$ cat src/rtl/ssg_pkg.sv
package ssg_pkg;
  localparam logic [7:0] OP_WREN = 8'h06;
  localparam logic [7:0] OP_WRDI = 8'h04;
  localparam logic [7:0] OP_RDSR = 8'h05;
  localparam logic [7:0] OP_WRSR = 8'h01;

  typedef enum logic [1:0] {
    BP_NONE    = 2'b00,
    BP_QUARTER = 2'b01,
    BP_HALF    = 2'b10,
    BP_ALL     = 2'b11
  } bp_e;
endpackage

$ cat src/rtl/ssg_sync.sv
module ssg_sync #(
  parameter int W = 1,
  parameter int STAGES = 2,
  parameter logic [W-1:0] INIT = '0
) (
  input  logic         clk,
  input  logic         rst,
  input  logic [W-1:0] d,
  output logic [W-1:0] q
);
  logic [W-1:0] stg [STAGES];

  genvar g;
  generate
    for (g = 0; g < STAGES; g++) begin : g_stage
      always_ff @(posedge clk) begin
        if (rst) stg[g] <= INIT;
        else if (g == 0) stg[g] <= d;
        else stg[g] <= stg[(g == 0) ? 0 : g-1];
      end
    end
  endgenerate

  assign q = stg[STAGES-1];
endmodule

$ cat src/rtl/ssg_spi_rx.sv
module ssg_spi_rx
  import ssg_pkg::*;
#(
  parameter int CNT_W = 5
) (
  input  logic             clk,
  input  logic             rst,
  input  logic             cs_n_s,
  input  logic             sck_s,
  input  logic             mosi_s,
  input  logic [7:0]       stat,
  output logic             frm_done,
  output logic [CNT_W-1:0] frm_bits,
  output logic [7:0]       frm_op,
  output logic             frm_lock,
  output logic [1:0]       frm_bp,
  output logic             miso,
  output logic             miso_oe
);
  localparam logic [CNT_W-1:0] CNT_OP  = CNT_W'(8);
  localparam logic [CNT_W-1:0] CNT_SR  = CNT_W'(16);
  localparam logic [CNT_W-1:0] CNT_TOP = '1;

  logic             sck_q, cs_q;
  logic             sck_rise, sck_fall;
  logic [CNT_W-1:0] cnt;
  logic [7:0]       op_q, dat_q;
  logic [2:0]       rd_idx;

  assign sck_rise = sck_s & ~sck_q & ~cs_n_s;
  assign sck_fall = ~sck_s & sck_q & ~cs_n_s;

  always_ff @(posedge clk) begin
    if (rst) begin
      sck_q <= 1'b0;
      cs_q  <= 1'b1;
    end else begin
      sck_q <= sck_s;
      cs_q  <= cs_n_s;
    end
  end

  always_ff @(posedge clk) begin
    if (rst) begin
      cnt     <= '0;
      op_q    <= '0;
      dat_q   <= '0;
      rd_idx  <= 3'd7;
      miso    <= 1'b0;
      miso_oe <= 1'b0;
    end else if (cs_n_s) begin
      cnt     <= '0;
      rd_idx  <= 3'd7;
      miso    <= 1'b0;
      miso_oe <= 1'b0;
    end else begin
      if (sck_rise) begin
        if (cnt < CNT_OP) op_q <= {op_q[6:0], mosi_s};
        else if (cnt < CNT_SR) dat_q <= {dat_q[6:0], mosi_s};
        if (cnt != CNT_TOP) cnt <= cnt + 1'b1;
      end
      if (sck_fall && cnt >= CNT_OP && op_q == OP_RDSR) begin
        miso    <= stat[rd_idx];
        miso_oe <= 1'b1;
        rd_idx  <= rd_idx - 1'b1;
      end
    end
  end

  assign frm_done = cs_n_s & ~cs_q;
  assign frm_bits = cnt;
  assign frm_op   = op_q;
  assign frm_lock = dat_q[7];
  assign frm_bp   = dat_q[3:2];

  // the output driver is only enabled inside a status read
  p_oe_read_only_r8: assert property (@(posedge clk) disable iff (rst)
    miso_oe |-> (op_q == OP_RDSR));
  p_oe_idle_r11: assert property (@(posedge clk) disable iff (rst)
    $past(cs_n_s) |-> !miso_oe);
endmodule

$ cat src/rtl/ssg_prot_regs.sv
module ssg_prot_regs
  import ssg_pkg::*;
#(
  parameter int CNT_W = 5
) (
  input  logic             clk,
  input  logic             rst,
  input  logic             frm_done,
  input  logic [CNT_W-1:0] frm_bits,
  input  logic [7:0]       frm_op,
  input  logic             frm_lock,
  input  logic [1:0]       frm_bp,
  input  logic             wp_n_s,
  input  logic             busy_s,
  output logic             lock,
  output logic [1:0]       bp,
  output logic             wel
);
  localparam logic [CNT_W-1:0] CNT_OP = CNT_W'(8);
  localparam logic [CNT_W-1:0] CNT_SR = CNT_W'(16);

  logic cmd_ok, do_wren, do_wrdi, frozen, do_wrsr;

  assign cmd_ok  = frm_done & ~busy_s;
  assign do_wren = cmd_ok && frm_bits == CNT_OP && frm_op == OP_WREN;
  assign do_wrdi = cmd_ok && frm_bits == CNT_OP && frm_op == OP_WRDI;
  assign frozen  = lock & ~wp_n_s;
  assign do_wrsr = cmd_ok && frm_bits == CNT_SR && frm_op == OP_WRSR && wel && !frozen;

  always_ff @(posedge clk) begin
    if (rst) begin
      lock <= 1'b0;
      bp   <= BP_NONE;
      wel  <= 1'b0;
    end else begin
      if (do_wrsr) begin
        lock <= frm_lock;
        bp   <= frm_bp;
        wel  <= 1'b0;
      end else if (do_wren) begin
        wel <= 1'b1;
      end else if (do_wrdi) begin
        wel <= 1'b0;
      end
    end
  end

  // reset state
  p_reset_state_r1: assert property (@(posedge clk)
    rst |=> (!lock && bp == 2'b00 && !wel));
  // the latch only rises after a write-enable frame ends
  p_wel_rise_r2: assert property (@(posedge clk) disable iff (rst)
    $rose(wel) |-> $past(frm_done && frm_op == OP_WREN && frm_bits == CNT_OP));
  // no status change with the latch clear
  p_no_wel_no_write_r3: assert property (@(posedge clk) disable iff (rst)
    !wel |=> ($stable(bp) && $stable(lock)));
  // a changed field means the latch was spent
  p_commit_clears_wel_r4: assert property (@(posedge clk) disable iff (rst)
    !$stable(bp) |-> !wel);
  // protected mode freezes the register and the latch state
  p_frozen_hold_r6: assert property (@(posedge clk) disable iff (rst)
    (lock && !wp_n_s) |=> ($stable(bp) && $stable(lock)));
  // busy blocks latch changes
  p_busy_hold_r9: assert property (@(posedge clk) disable iff (rst)
    busy_s |=> $stable(wel));
endmodule

$ cat src/rtl/ssg_block_map.sv
module ssg_block_map
  import ssg_pkg::*;
#(
  parameter int ADDR_W = 15
) (
  input  logic              clk,
  input  logic              rst,
  input  logic [1:0]        bp,
  input  logic [ADDR_W-1:0] addr,
  output logic              blocked
);
  localparam int TOP = ADDR_W - 1;

  logic hit;

  always_comb begin
    unique case (bp_e'(bp))
      BP_NONE:    hit = 1'b0;
      BP_QUARTER: hit = &addr[TOP -: 2];
      BP_HALF:    hit = addr[TOP];
      BP_ALL:     hit = 1'b1;
      default:    hit = 1'b1;
    endcase
  end

  always_ff @(posedge clk) begin
    if (rst) blocked <= 1'b0;
    else blocked <= hit;
  end

  // end codes of the map
  p_all_locked_r10: assert property (@(posedge clk) disable iff (rst)
    (bp == 2'b11) |=> blocked);
  p_none_locked_r10: assert property (@(posedge clk) disable iff (rst)
    (bp == 2'b00) |=> !blocked);
endmodule

$ cat src/rtl/spi_status_guard.sv
module spi_status_guard
  import ssg_pkg::*;
#(
  parameter int ADDR_W      = 15,
  parameter int SYNC_STAGES = 2,
  parameter int CNT_W       = 5
) (
  input  logic              clk,
  input  logic              rst,
  input  logic              spi_cs_n,
  input  logic              spi_sck,
  input  logic              spi_mosi,
  output logic              spi_miso,
  output logic              spi_miso_oe,
  input  logic              wp_n,
  input  logic              busy_in,
  input  logic [ADDR_W-1:0] chk_addr,
  output logic              wr_blocked
);
  logic [4:0]       pins_s;
  logic             cs_n_s, sck_s, mosi_s, wp_n_s, busy_s;
  logic             frm_done, frm_lock;
  logic [CNT_W-1:0] frm_bits;
  logic [7:0]       frm_op, stat;
  logic [1:0]       frm_bp, bp;
  logic             lock, wel;

  ssg_sync #(.W(5), .STAGES(SYNC_STAGES), .INIT(5'b10010)) u_sync (
    .clk (clk),
    .rst (rst),
    .d   ({spi_cs_n, spi_sck, spi_mosi, wp_n, busy_in}),
    .q   (pins_s)
  );
  assign {cs_n_s, sck_s, mosi_s, wp_n_s, busy_s} = pins_s;

  assign stat = {lock, 3'b000, bp, wel, busy_s};

  ssg_spi_rx #(.CNT_W(CNT_W)) u_rx (
    .clk      (clk),
    .rst      (rst),
    .cs_n_s   (cs_n_s),
    .sck_s    (sck_s),
    .mosi_s   (mosi_s),
    .stat     (stat),
    .frm_done (frm_done),
    .frm_bits (frm_bits),
    .frm_op   (frm_op),
    .frm_lock (frm_lock),
    .frm_bp   (frm_bp),
    .miso     (spi_miso),
    .miso_oe  (spi_miso_oe)
  );

  ssg_prot_regs #(.CNT_W(CNT_W)) u_regs (
    .clk      (clk),
    .rst      (rst),
    .frm_done (frm_done),
    .frm_bits (frm_bits),
    .frm_op   (frm_op),
    .frm_lock (frm_lock),
    .frm_bp   (frm_bp),
    .wp_n_s   (wp_n_s),
    .busy_s   (busy_s),
    .lock     (lock),
    .bp       (bp),
    .wel      (wel)
  );

  ssg_block_map #(.ADDR_W(ADDR_W)) u_map (
    .clk     (clk),
    .rst     (rst),
    .bp      (bp),
    .addr    (chk_addr),
    .blocked (wr_blocked)
  );
endmodule

$ cat config.mk
export PLATFORM = sky130hd
export DESIGN_NAME = spi_status_guard
export DESIGN_NICKNAME = d
export VERILOG_FILES = /design/src/rtl/ssg_pkg.sv /design/src/rtl/ssg_sync.sv /design/src/rtl/ssg_spi_rx.sv /design/src/rtl/ssg_prot_regs.sv /design/src/rtl/ssg_block_map.sv /design/src/rtl/spi_status_guard.sv
export SDC_FILE = /design/constraint.sdc
export NUM_CORES = 1
export LEC_CHECK = 0
export BUFFER_PORTS_ARGS = -buffer_cell sky130_fd_sc_hd__buf_2
export CORE_MARGIN = 4
export CORE_UTILIZATION = 40
export DETAILED_ROUTE_END_ITERATION = 8
export GPL_TIMING_DRIVEN = 0
export PLACE_DENSITY = 0.65
export REMOVE_ABC_BUFFERS = 1
export SETUP_SLACK_MARGIN = 0.2
export SLEW_MARGIN = 10
export SYNTH_ARGS = -nofsm -noshare
export SYNTH_HDL_FRONTEND = slang
export SYNTH_SLANG_ARGS = --single-unit
$ cat constraint.sdc
create_clock -name clk -period 3.15 [get_ports clk]
set_input_delay 0.7875 -clock clk [delete_from_list [all_inputs] [get_ports clk]]
set_output_delay 0.7875 -clock clk [all_outputs]
set_load 0.02 [all_outputs]
# --- Word-level counts from Yosys, hierarchy flattened ---
# Memories as Yosys holds them, arrays and structs flattened.
# Cells that the tools add are included.
totals:
  memories: 1
  wordCells: 73
  input_bits: 22
  mem_bits_rw: 10
  ff_bits: 33
  out_inout_bits: 3
classes:
  mux: 10
  reduce_logical: 18
  eq_ne: 10
  addsub: 2
  n_lt_le_gt_ge: 4
  bitwise: 16
mem_list:
  columns: ["name", "words", "width", "read_ports", "rd_ports_with_merged_regs", "wr", "line", "source"]
  rows:
  - ["u_sync.stg", 2, 5, 2, 0, 2, "ssg_sync.sv:11", "logic [W-1:0] stg [STAGES];"]
op_table:
  columns: ["cell", "count"]
  rows:
  - ["$eq 8x3->1 const B", 3]
  - ["$mux 5", 2]
  - ["$logic_and 1x1->1", 9]
  - ["$eq 8x1->1 const B", 1]
  - ["$and 1x1->1", 7]
  - ["$not 1->1", 7]
  - ["$mux 1", 6]
  - ["$add 5x1->5 const B", 1]
  - ["$eq 5x4->1 const B", 1]
  - ["$eq 5x5->1 const B", 1]
  - ["$ge 5x4->1 const B", 1]
  - ["$lt 5x4->1 const B", 1]
  - ["$lt 5x5->1 const B", 1]
  - ["$ne 5x5->1 const B", 1]
  - ["$eq 2x2->1 const B", 2]
  - ["$lt 3x4->1 const B", 1]
  - ["$pmux 1 s4", 1]
  - ["$reduce_and 2->1", 2]
  - ["$reduce_and 4->1", 1]
  - ["$reduce_or 2->1", 2]
  - ["$bmux 1 s3", 1]
  - ["$reduce_and 3->1", 1]
  - ["$sub 3x1->3 const B", 1]
  - ["$eq 2x1->1 const B", 1]
  - ["other kinds (4)", 5]

# --- Longest topological paths before layout ---
depth:
  depth_word: 8
  depth_mapped: 7
  mapped_depth_nobuf: 7

# --- Modules after synthesis ---
# A second synthesis with hierarchy kept.
hier_totals:
  hier_cells: 164
  hier_area_um2: 1800.5
by_module_without_submodules:
  columns: ["module", "cells_each", "area_per_inst_um2", "instances", "seq_area_each_um2"]
  rows:
  - ["ssg_spi_rx", 114, 1207.4, 1, 560.5]
  - ["ssg_prot_regs", 25, 291.5, 1, 80.1]
  - ["ssg_sync", 20, 262.8, 1, 200.2]
  - ["ssg_block_map", 4, 35.0, 1, 20.0]
  - ["spi_status_guard", 1, 3.8, 1, 0.0]

# --- Least setup slack after synthesis ---
# Ideal clock, no wire load.
synth_timing:
  kind: "register -> register"
  from: "register u_rx.cnt[0] (netlist: u_rx.frm_bits[0])"
  to: "register u_rx.cnt[3] (netlist: u_rx.frm_bits[3])"
  n_path_buf: 0
  path_stages_with_launch: 8
  required_time_ps: 3032
  arrival_time_ps: 1683
  slack_ps: 1348
  period_less_slack_ps: 1802
  cell_sequence: "dfxtp_1 -> ha_1 -> and3_1 -> ha_1 -> nor4b_2 -> nand4_1 -> xor2_1 -> nor2_1"
synth_via:
  elab_chain_len: 2
  word_cells_on_any_way: 3
  cone_classes: "1 x add/sub; 1 x eq/ne; 1 x reduce/logical"
synth_lines:
  columns: ["item", "line", "source"]
  rows:
  - ["from (decl)", "ssg_spi_rx.sv:26", "logic [CNT_W-1:0] cnt;"]
  - ["from (signal assigned)", "ssg_spi_rx.sv:60", "if (cnt != CNT_TOP) cnt <= cnt + 1'b1;"]
  - ["parallel branches: the longest is 2 deep, another holds $add 5x1->5", null, null]
# Several ways; the timed one is not identified.
# A chain may end at the register's enable or synchronous reset.

# --- Worst setup path after layout ---
# Same ends and word-level chain as after synthesis.

==> impl_results.md <==
* R2r startpoint: u_rx.frm_bits[0]
* CP arrival at 2.13 ns
* Final nets at 222
* # rows at 23
* Max Cap Violations at 0
* Critical Path RT at 3.33 ns
* Most frequent cell on the critical path: ha_1
* PnR Total Power at 1.07 mW
* Initial core utilization at 0.423
* Worst-path clk slew at 0.08 ns
* Initial antenna violation count at 0
* Setup crit start kind: flip-flop
* Worst r2r path cells at 7
* RSZ-0062 raised after global routing: false
* Setup bufs post-CTS at 0
* Post-Synth Simple-Gate Area at 0.277
* Via density at 5.00
* Port Buffers at 11
* Worst VDD drop at 307 uV
* Setup Viol. Count Final at 0
* Critical path fanouts, max at 6
* Setup TNS at 0 ns
* CORE AREA at 4120 um2
* CP max-delay cell: nor4b_2
* Yosys reg bits at 43
* TritonRoute pass-1 iters at 4
* Detail Route Antenna Nets at 0
* Mapped Cells at 184
* Multi-input logic area at 828 um2
* Post-synthesis compound-gate area fraction at 0.0848
* Die footprint at 5470 um2
* Register area at 861 um2
* Max stage delay on crit path at 0.52 ns
* Post-Synth Adder-Cell Area at 0.0288
* CP cell instances: ha_1 > and3_1 > ha_1 > nor4b_2 > nand4_1 > xor2_1 > nor2_1
* Outcome: complete, no violations
* Hold path startpoint: u_sync.stg[0][4]
* CTS H-tree lvls at 2
* Hold Vio Cnt, Final at 0
* Total wire length at 2.89 mm
* Cts bufs inserted at 5
* First-pass GRT wire length at 4.97 mm
* Pins Over Slew Limit at 0
* Achievable frequency at 514 MHz
* Worst skew pair latency at 0.29 ns
* Hold EP: u_sync.stg[1][4]
* PD cells at 544 nW/um2
* R2r setup slk at 1.20 ns
* Clock sinks at 43
* Number of global-route vias before repair at 1144
* GRT Residual Overflow at 0
* Main combinational cell family by area after synthesis: simple AND/OR/NAND/NOR gates
* Xor and xnor area share after synthesis at 0.0151
* Yosys warnings at 0
* Clock buffer depth at 2
* Chip height at 74.0 um
* Via count of the routed design at 1235
* Max transition margin at 0.540
* DR iter-0 viols at 60
* CTS tree: done
* Hold depth at 1
* Avg WL per Cell at 11.7 um
* Cts hold-fix bufs at 0
* Gr usage total at 0.121
* CP endpoint kind: flip-flop
* Final HPWL DP at 2.02 mm
* FF-to-FF End: u_rx.frm_bits[3]
* Post-synthesis mux area share at 0.0697
* Post-synth cell types at 39
* Area grow syn2layout at 12.9%
* Root Driver: clkbuf_8
* Sequential share of the synthesized area at 0.495
* Num ports at 25
* Critical path type: flip-flop to flip-flop
* Leakage at 0.787 nW
* Filler cells at 402
* DRC errors left at 0
* WHS at 0.410 ns
* Worst Clk Skew at 0.00833 ns
* Period minus WS final at 1.95 ns
* Pin count of the biggest net entering global routing at 34
* Die width at 74.0 um
* Inserted Diodes at 0
* Share of layout cells above drive strength 1 at 0.152
* Slew @ Worst Pin at 0.687 ns
* Final period utilization at 0.618
* Hold WC Path Type: flip-flop to flip-flop
* Synthesized area per cell at 9.46 um2
* Post-cts gate resize count at 0
* Gpl congestion at 0.741
* Synth Cell Area at 1740 um2
kinds of logic after synthesis:
logic type / count (synthesis)
xor+xnor: 3
compound gates: 25
mux: 12
buf+inv: 13
simple gates: 84
flops: 43
fa+ha+maj: 4
synth_stat cells:
| cell type | count | share of area |
|---|---|---|
| nand3_1 | 14 | 0.040 |
| nor3_1 | 2 | 0.0058 |
| clkbuf_1 | 4 | 0.0086 |
| or3_1 | 1 | 0.0036 |
| or4_1 | 1 | 0.0043 |
| mux2i_1 | 11 | 0.063 |
| nor4b_2 | 1 | 0.0086 |
| nand3b_1 | 1 | 0.0043 |
| inv_1 | 7 | 0.015 |
| mux2_2 | 1 | 0.0065 |
| o21ai_0 | 5 | 0.014 |
| o31ai_1 | 1 | 0.0043 |
| and3_1 | 2 | 0.0072 |
| or2_2 | 4 | 0.014 |
| nand2b_1 | 3 | 0.011 |
| xnor2_1 | 1 | 0.0050 |
| nor4bb_1 | 1 | 0.0058 |
| o21a_1 | 1 | 0.0043 |
| ha_1 | 4 | 0.029 |
| nor4b_1 | 1 | 0.0050 |
| nor3b_2 | 1 | 0.0072 |
| dfxtp_1 | 43 | 0.49 |
| o211ai_1 | 1 | 0.0043 |
| nand2_1 | 10 | 0.022 |
| nor4_2 | 1 | 0.0072 |
| a311o_1 | 1 | 0.0058 |
| a21bo_2 | 1 | 0.0058 |
| a21oi_1 | 14 | 0.040 |
| xor2_1 | 2 | 0.010 |
| and2_1 | 2 | 0.0072 |
| nor2b_1 | 9 | 0.032 |
| buf_2 | 2 | 0.0058 |
| and4bb_2 | 1 | 0.0072 |
| nor2_1 | 19 | 0.041 |
| or4_4 | 1 | 0.0065 |
| o211a_1 | 1 | 0.0058 |
| nand4_1 | 7 | 0.025 |
| nor3b_1 | 1 | 0.0043 |
| nand2b_4 | 1 | 0.0079 |
power breakdown:
group          internal, mW  switching [mW]  total, mW
clock network         0.317           0.179      0.496
registers             0.550         0.00320      0.553
logic               0.00922          0.0113     0.0206
total                 0.876           0.194       1.07
placed cells by master, fill, tap and decap left out, types with 2 or more instances in the layout:
master / instances
mux2i_1: 11
or2_2: 4
nand2_1: 10
nand4_1: 7
and2_1: 2
buf_2: 11
nor3_1: 2
nand3_1: 14
nor2b_1: 9
a21oi_1: 14
inv_1: 7
xor2_1: 2
o21ai_0: 5
clkbuf_8: 5
and3_1: 2
nor2_1: 19
dfxtp_1: 43
nand2b_1: 3
ha_1: 4
bufinv_16: 2
registers in the layout, indices dropped and copies added (netlist names):
register / cells
u_rx.sck_q: 1
u_rx.rd_idx: 3
u_rx.miso: 1
u_rx.frm_op: 8
u_regs.wel: 1
u_rx.frm_bits: 5
u_sync.stg: 10
u_rx.cs_q: 1
u_map.blocked: 1
u_rx.miso_oe: 1
u_regs.lock: 1
u_rx.dat_q: 8
u_regs.bp: 2
layer usage:
layer,routed length [um],up-vias,global-route usage
li1,-,663,-
met1,1460,545,0.152
met2,1220,20,0.180
met3,136,7,0.0486
met4,74,0,0.0604
met5,0,-,0
final cells by class:
| class | count | area share |
|---|---|---|
| flip-flops and latches | 43 | 0.438 |
| inverters | 7 | 0.0134 |
| repair buffers | 11 | 0.0280 |
| clock inverters | 2 | 0.0306 |
| clock buffers | 6 | 0.0369 |
| multi-input cells | 128 | 0.421 |
| well taps | 50 | 0.0318 |
stage by stage:
step	std cells	worst slack (ns)	util	instance area, um2
2_1_floorplan	178	1.35	-	1720
3_3_place_gp	239	1.09	0.445	1830
3_5_place_dp	239	1.11	0.445	1830
4_1_cts	247	1.18	0.478	1970
5_1_grt	247	1.03	0.478	1970
6_report	247	1.20	0.478	1970
worst max-delay path, delay by kind of cell (launching register included):
family | cells | cell delay (ns)
adder cells (fa/ha/maj) | 2 | 0.39
XOR/XNOR | 1 | 0.15
AND/OR/NAND/NOR | 4 | 0.94
flip-flops | 1 | 0.35
how the worst max path moves through the flow:
stage                     start  depth (start not counted)          endpoint
2_1_floorplan  u_rx.frm_bits[0]                          7  u_rx.frm_bits[3]
3_3_place_gp                rst                          4    u_rx.rd_idx[1]
3_5_place_dp                rst                          4    u_rx.rd_idx[1]
4_1_cts        u_rx.frm_bits[0]                          7  u_rx.frm_bits[3]
5_1_grt        u_rx.frm_bits[0]                          7  u_rx.frm_bits[3]
6_report       u_rx.frm_bits[0]                          7  u_rx.frm_bits[3]
Note: power is estimated with default switching activity, not from simulation.
